**config.mk**
```make
export PLATFORM = sky130hd
export DESIGN_NAME = ckpt_undo_log
export DESIGN_NICKNAME = d
export VERILOG_FILES = /design/src/rtl/ulog_pkg.sv /design/src/rtl/ulog_block_array.sv /design/src/rtl/ulog_fifo.sv /design/src/rtl/ckpt_undo_log.sv
export SDC_FILE = /design/constraint.sdc
export NUM_CORES = 1
export LEC_CHECK = 0
export BUFFER_PORTS_ARGS = -buffer_cell sky130_fd_sc_hd__buf_4
export CELL_PAD_IN_SITES_DETAIL_PLACEMENT = 2
export CELL_PAD_IN_SITES_GLOBAL_PLACEMENT = 2
export CORE_ASPECT_RATIO = 1.75
export CORE_MARGIN = 4
export CORE_UTILIZATION = 50
export DETAILED_ROUTE_END_ITERATION = 7
export PLACE_DENSITY = 0.89
export RECOVER_POWER = 25
export SLEW_MARGIN = 30
export SYNTH_ARGS = -nofsm -noshare
export SYNTH_HDL_FRONTEND = slang
export SYNTH_SLANG_ARGS = --single-unit
```
**constraint.sdc**
```tcl
create_clock -name clk -period 10.3 [get_ports clk]
set_input_delay 0.515 -clock clk [delete_from_list [all_inputs] [get_ports clk]]
set_output_delay 0.515 -clock clk [all_outputs]
set_load 0.05 [all_outputs]
```
**src/rtl/ulog_pkg.sv**
```systemverilog
package ulog_pkg;
  typedef enum logic [1:0] {
    OP_LOAD  = 2'd0,
    OP_STORE = 2'd1,
    OP_XFER  = 2'd2,
    OP_ACQ   = 2'd3
  } op_e;

  localparam int ST_W = 2;
  localparam logic [ST_W-1:0] ST_INV = 2'd0;
  localparam logic [ST_W-1:0] ST_MOD = 2'd3;
endpackage

```
**src/rtl/ulog_block_array.sv**
```systemverilog
module ulog_block_array #(
  parameter int NBLK   = 8,
  parameter int IDX_W  = 3,
  parameter int DATA_W = 8,
  parameter int ST_W   = 2,
  parameter int CN_W   = 4
) (
  input  logic              clk,
  input  logic              rst,
  input  logic [IDX_W-1:0]  rd_idx,
  output logic [DATA_W-1:0] rd_data,
  output logic [ST_W-1:0]   rd_state,
  output logic [CN_W-1:0]   rd_cn,
  input  logic              wr_en,
  input  logic [IDX_W-1:0]  wr_idx,
  input  logic [DATA_W-1:0] wr_data,
  input  logic [ST_W-1:0]   wr_state,
  input  logic [CN_W-1:0]   wr_cn
);
  logic [DATA_W-1:0] data_q  [NBLK];
  logic [ST_W-1:0]   state_q [NBLK];
  logic [CN_W-1:0]   tag_q   [NBLK];

  // Small array kept in registers: it is read combinationally to decide
  // logging in the same cycle as the request.
  always_ff @(posedge clk) begin
    if (rst) begin
      for (int i = 0; i < NBLK; i++) begin
        data_q[i]  <= '0;
        state_q[i] <= '0;
        tag_q[i]   <= '0;
      end
    end else if (wr_en) begin
      data_q[wr_idx]  <= wr_data;
      state_q[wr_idx] <= wr_state;
      tag_q[wr_idx]   <= wr_cn;
    end
  end

  assign rd_data  = data_q[rd_idx];
  assign rd_state = state_q[rd_idx];
  assign rd_cn    = tag_q[rd_idx];
endmodule

```
**src/rtl/ulog_fifo.sv**
```systemverilog
module ulog_fifo #(
  parameter int PAY_W = 16,
  parameter int KEY_W = 4,
  parameter int DEPTH = 8,
  localparam int AW   = $clog2(DEPTH)
) (
  input  logic             clk,
  input  logic             rst,
  input  logic             push,
  input  logic [PAY_W-1:0] push_pay,
  input  logic [KEY_W-1:0] push_key,
  input  logic             pop_head,
  input  logic             pop_tail,
  output logic [KEY_W-1:0] head_key,
  output logic [PAY_W-1:0] tail_pay,
  output logic [KEY_W-1:0] tail_key,
  output logic             full,
  output logic             empty
);
  logic [PAY_W-1:0] pay_mem [DEPTH];
  logic [KEY_W-1:0] key_mem [DEPTH];
  logic [AW:0]      head_q, tail_q, tail_m1, used;

  assign tail_m1 = tail_q - 1'b1;
  assign used    = tail_q - head_q;
  assign full    = (used == (AW+1)'(DEPTH));
  assign empty   = (used == '0);

  always_ff @(posedge clk) begin
    if (push) begin
      pay_mem[tail_q[AW-1:0]] <= push_pay;
      key_mem[tail_q[AW-1:0]] <= push_key;
    end
  end

  always_ff @(posedge clk) begin
    if (rst) begin
      head_q <= '0;
      tail_q <= '0;
    end else begin
      if (pop_head) head_q <= head_q + 1'b1;
      if (push)          tail_q <= tail_q + 1'b1;
      else if (pop_tail) tail_q <= tail_m1;
    end
  end

  assign head_key = key_mem[head_q[AW-1:0]];
  assign tail_pay = pay_mem[tail_m1[AW-1:0]];
  assign tail_key = key_mem[tail_m1[AW-1:0]];
endmodule

```
**src/rtl/ckpt_undo_log.sv**
```systemverilog
module ckpt_undo_log
  import ulog_pkg::*;
#(
  parameter int NBLK      = 8,
  parameter int DATA_W    = 8,
  parameter int CN_W      = 4,
  parameter int LOG_DEPTH = 8,
  localparam int IDX_W    = $clog2(NBLK),
  localparam int PAY_W    = IDX_W + ST_W + DATA_W + CN_W
) (
  input  logic              clk,
  input  logic              rst,
  input  logic [CN_W-1:0]   active_cn,
  input  logic              req_valid,
  input  logic [1:0]        req_op,
  input  logic [IDX_W-1:0]  req_idx,
  input  logic [DATA_W-1:0] req_data,
  input  logic [ST_W-1:0]   req_state,
  output logic              req_ready,
  output logic              rsp_valid,
  output logic [DATA_W-1:0] rsp_data,
  output logic [ST_W-1:0]   rsp_state,
  output logic [CN_W-1:0]   rsp_cn,
  input  logic              validate_valid,
  input  logic [CN_W-1:0]   validate_cn,
  input  logic              recover_valid,
  input  logic [CN_W-1:0]   recover_cn,
  output logic              busy
);
  op_e               op;
  logic [DATA_W-1:0] rd_data;
  logic [ST_W-1:0]   rd_state;
  logic [CN_W-1:0]   rd_cn;
  logic              wr_en;
  logic [IDX_W-1:0]  wr_idx;
  logic [DATA_W-1:0] wr_data;
  logic [ST_W-1:0]   wr_state;
  logic [CN_W-1:0]   wr_cn;

  logic              log_push, log_pop_head, log_pop_tail, log_full, log_empty;
  logic [PAY_W-1:0]  tl_pay;
  logic [CN_W-1:0]   tl_cn, hd_cn;
  logic [IDX_W-1:0]  tl_idx;
  logic [ST_W-1:0]   tl_state;
  logic [DATA_W-1:0] tl_data;
  logic [CN_W-1:0]   tl_oldcn;

  logic              busy_q, vld_any_q;
  logic [CN_W-1:0]   rp_q, vld_q;
  logic              needs_log, accept, undo_now;

  assign op = op_e'(req_op);

  ulog_block_array #(
    .NBLK(NBLK), .IDX_W(IDX_W), .DATA_W(DATA_W), .ST_W(ST_W), .CN_W(CN_W)
  ) u_blocks (
    .clk(clk), .rst(rst),
    .rd_idx(req_idx), .rd_data(rd_data), .rd_state(rd_state), .rd_cn(rd_cn),
    .wr_en(wr_en), .wr_idx(wr_idx), .wr_data(wr_data),
    .wr_state(wr_state), .wr_cn(wr_cn)
  );

  ulog_fifo #(
    .PAY_W(PAY_W), .KEY_W(CN_W), .DEPTH(LOG_DEPTH)
  ) u_log (
    .clk(clk), .rst(rst),
    .push(log_push), .push_pay({req_idx, rd_state, rd_data, rd_cn}),
    .push_key(active_cn),
    .pop_head(log_pop_head), .pop_tail(log_pop_tail),
    .head_key(hd_cn), .tail_pay(tl_pay), .tail_key(tl_cn),
    .full(log_full), .empty(log_empty)
  );

  assign {tl_idx, tl_state, tl_data, tl_oldcn} = tl_pay;

  // First modifying event of this interval on the block must save the old image.
  assign needs_log = (op != OP_LOAD) && (rd_cn != active_cn);
  assign req_ready = !busy_q && !recover_valid && !(needs_log && log_full);
  assign accept    = req_valid && req_ready;
  assign log_push  = accept && needs_log;

  // Unroll: one entry per cycle while the newest entry is not older than the point.
  assign undo_now     = busy_q && !log_empty && (tl_cn >= rp_q);
  assign log_pop_tail = undo_now;
  assign log_pop_head = !busy_q && !recover_valid && !log_empty &&
                        vld_any_q && (hd_cn <= vld_q);

  always_comb begin
    wr_en    = 1'b0;
    wr_idx   = req_idx;
    wr_data  = rd_data;
    wr_state = rd_state;
    wr_cn    = active_cn;
    if (undo_now) begin
      wr_en    = 1'b1;
      wr_idx   = tl_idx;
      wr_data  = tl_data;
      wr_state = tl_state;
      wr_cn    = tl_oldcn;
    end else if (accept) begin
      case (op)
        OP_STORE: begin
          wr_en    = 1'b1;
          wr_data  = req_data;
          wr_state = ST_MOD;
        end
        OP_XFER: begin
          wr_en    = 1'b1;
          wr_state = ST_INV;
        end
        OP_ACQ: begin
          wr_en    = 1'b1;
          wr_data  = req_data;
          wr_state = req_state;
        end
        default: wr_en = 1'b0;
      endcase
    end
  end

  always_ff @(posedge clk) begin
    if (rst) begin
      busy_q    <= 1'b0;
      rp_q      <= '0;
      vld_q     <= '0;
      vld_any_q <= 1'b0;
    end else begin
      if (!busy_q && recover_valid) begin
        busy_q <= 1'b1;
        rp_q   <= recover_cn;
      end else if (busy_q && !undo_now) begin
        busy_q <= 1'b0;
      end
      if (!busy_q && validate_valid) begin
        vld_q     <= validate_cn;
        vld_any_q <= 1'b1;
      end
    end
  end

  always_ff @(posedge clk) begin
    if (rst) begin
      rsp_valid <= 1'b0;
      rsp_data  <= '0;
      rsp_state <= '0;
      rsp_cn    <= '0;
    end else begin
      rsp_valid <= accept && (op == OP_LOAD);
      if (accept && (op == OP_LOAD)) begin
        rsp_data  <= rd_data;
        rsp_state <= rd_state;
        rsp_cn    <= rd_cn;
      end
    end
  end

  assign busy = busy_q;
endmodule

```
==> results.json <==
{
  "p_int_mw": 2.69,
  "netSwitchingFraction_pct": 35.6,
  "fin_worst_skew_ns": 0.0202,
  "ant_nets": 0,
  "clock_path_buffers": 3,
  "yosys.area_share.adder_pct": 1.27,
  "dp_hpwl_microns": 32500,
  "synth.cells.most_frequent": "280 x edfxtp_1, 102 x nor2_1, 83 x nor3_1, 75 x mux4_2, 36 x dfxtp_1",
  "cts_root_buf": "clkbuf_16",
  "start_util_pct": 50.6,
  "synth.net_count": 913,
  "synth_compound_area_share_pct": 4.80,
  "path_clk_slew_ns": 0.07,
  "synth_edf_count": 280,
  "layout-drive-gt1-share_pct": 24.0,
  "critPathCaptureType": "output pin",
  "fin_crit_sh_pct": 60.6,
  "grt_max_degree": 45,
  "ys_types": 53,
  "clk_latency_ns": 0.59,
  "critPathKind": "in2out",
  "slew_headroom_pct": -109,
  "multi_input_area_sq_um": 4510,
  "syn_to_final_growth_pct": 14.2,
  "power_frac_seq_pct": 37.1,
  "cts_buffers": 30,
  "p_leak_nw": 5.24,
  "die-area_sq_um": 30400,
  "p_sw_mw": 1.49,
  "fin_util_pct": 57.8,
  "peakVddDrop_v": 0.000178,
  "setup_viol_count_final": 0,
  "clock.fmax_mhz": 160,
  "rsz0062_at_grt": "no",
  "avgRoutedWirePerCell_microns": 38.5,
  "critPathLaunchType": "input pin",
  "async_flop_share_pct": 0,
  "drc": 0,
  "endpoint": "req_ready",
  "cts_setup_buffers": 0,
  "yosys_warnings": 0,
  "synth_cells": 867,
  "cts-resized-gates": 0,
  "synth_top_cell_by_area": "edfxtp_1",
  "nets": 963,
  "yosysMostFrequentCell": "edfxtp_1",
  "seq_area_sq_um": 9130,
  "hold_viol_final": 0,
  "synth_top_family_by_area": "multiplexers",
  "holdWs_ns": 0.197,
  "r2r_slack_ns": 4.14,
  "violations": "max-capacitance violations, max-slew violations",
  "nFillCells": 2351,
  "synthSimpleGateAreaFrac_pct": 8.90,
  "cp.required_ns": 9.79,
  "netlist_area_sq_um": 13800,
  "crit_fanout": 44,
  "reg2regPathDepth": 13,
  "clkSinkCount": 316,
  "routed_wl_microns": 50400,
  "rr_startpoint": "u_log.tail_q[1]$_SDFFE_PP0P_",
  "hp-class": "in2reg",
  "arrival_ns": 5.73,
  "grt_pass1_vias": 9721,
  "viasPerCell": 6.68,
  "ctsHtreeMaxLevel": 1,
  "syn_area_per_cell_sq_um": 15.9,
  "maxCapViolCount": 3,
  "cts_tree": "yes",
  "r2r_end": "u_blocks.tag_q[0][2]$_SDFFCE_PN0P_",
  "synth_area_leaders": "edfxtp_1 61%, mux4_2 12%, dfxtp_1 5.2%",
  "finalSetupTns_ns": 0,
  "drv_slew": 115,
  "io_buffers": 48,
  "status": "finished with violations",
  "ys.flop_type": "edfxtp_1",
  "dr.pass1.iters": 5,
  "initialDrtViolationCount": 883,
  "power_frac_comb_pct": 31.6,
  "core_sq_um": 27200,
  "grt_pass1_wl_microns": 73100,
  "p_clk_share_pct": 31.3,
  "power.density_nw_per_um2": 265,
  "io_pins": 49,
  "muxShareOfSynthArea_pct": 16.2,
  "crit_start": "req_idx[0]",
  "synth_top_area_share_pct": 61.0,
  "final_cell_area_sq_um": 15700,
  "gr-usage-all-layers_pct": 33.8,
  "tightest_slew_ns": 3.13,
  "holdBufCountCts": 0,
  "synth_xor_area_share_pct": 0.500,
  "rows": 80,
  "diodes": 0,
  "die_w_microns": 133,
  "synth-seq-cells": 316,
  "vias": 8752,
  "antenna_found_initial": 2,
  "gp_congestion": 0.987,
  "grt_overflow": 0,
  "finalCriticalPeriod_ns": 6.24,
  "seq_area_frac_synth_pct": 66.3,
  "fp.dieH_microns": 228,
  "place_area_sq_um": 14700
}
## layout make-up
type,count,area share [%]
Sequential cell,316,58.1
Multi-Input combinational cell,484,28.7
Clock buffer,33,4.98
Tap cell,369,2.94
Timing Repair Buffer,67,2.65
Clock inverter,23,2.22
Inverter,18,0.430
## worst min-delay path by stage
stage | startpoint | slack, ns | depth (start not counted) | to
floorplan | vld_any_q$_SDFFE_PP0P_ | 0.44 | 2 | vld_any_q$_SDFFE_PP0P_
global placement | vld_any_q$_SDFFE_PP0P_ | 0.46 | 2 | vld_any_q$_SDFFE_PP0P_
detailed placement | rsp_cn[2]$_SDFFE_PP0P_ | 0.47 | 2 | rsp_cn[2]$_SDFFE_PP0P_
CTS | recover_cn[2] | 0.19 | 3 | rp_q[2]$_SDFFE_PP0P_
global route | recover_cn[2] | 0.19 | 3 | rp_q[2]$_SDFFE_PP0P_
finish | recover_cn[2] | 0.20 | 3 | rp_q[2]$_SDFFE_PP0P_
## flip-flops by register name, indices dropped and copies added (netlist names), 8 cells and up, named ones only
signal,cells
rsp_data,8
u_blocks.data_q,64
u_blocks.state_q,16
u_blocks.tag_q,32
u_log.key_mem,32
u_log.pay_mem,136
## power groups by stage
stage	clock, mW	combinational, mW	sequential, mW
finish	1.31	1.32	1.55
detailed placement	0	1.22	1.57
CTS	1.32	1.29	1.55
floorplan	0	0.781	1.53
global route	1.37	1.36	1.55
global placement	0	1.13	1.56
## critical path, cell delays in order
cell and delay [ns]:
clkbuf_1 2.16, mux4_2 0.76, mux2i_1 0.69, xnor2_2 0.37, o221ai_4 0.72, and2_1 0.23
buf_4 0.21
## routing by layer
layer / wire length (microns) / track usage, %
met1: 17400 / 38.0
met2: 26000 / 59.6
met3: 2680 / 4.53
met4: 4290 / 23.2
met5: 19 / 0
## cells by family (layout without fill, tap and decap cells)
family,count (synthesis),after routing
AOI/OAI and AO/OA,84,84
buffers and inverters,67,141
xor gates and xnor gates,7,7
DFF,316,316
muxes,125,125
and+or+nand+nor,254,254
adders and majority gates,14,14
## placed cells by master, fill, tap and decap left out, types with 8 or more instances in the layout
master     instances
mux2_1             8
clkbuf_16         31
mux4_2            75
inv_1             16
a211oi_1          13
nand2_1           22
mux2_2            14
nor2_1           102
a21oi_1           16
nor3_1            79
edfxtp_1         280
ha_1              13
buf_4             44
clkbuf_1          25
dfxtp_1           35
bufinv_16          9
o221ai_2           8
a22o_1             8
mux2i_1           27
## stage by stage
| step | instances | power [mW] | setup slack (ns) |
|---|---|---|---|
| 2_1_floorplan | 867 | 2.31 | 3.97 |
| 3_3_place_gp | 1254 | 2.69 | 4.88 |
| 3_5_place_dp | 1254 | 2.79 | 4.41 |
| 4_1_cts | 1310 | 4.15 | 4.23 |
| 5_1_grt | 1310 | 4.28 | 3.71 |
| 6_report | 1310 | 4.17 | 4.06 |
Power figures use the tool's default switching activity.
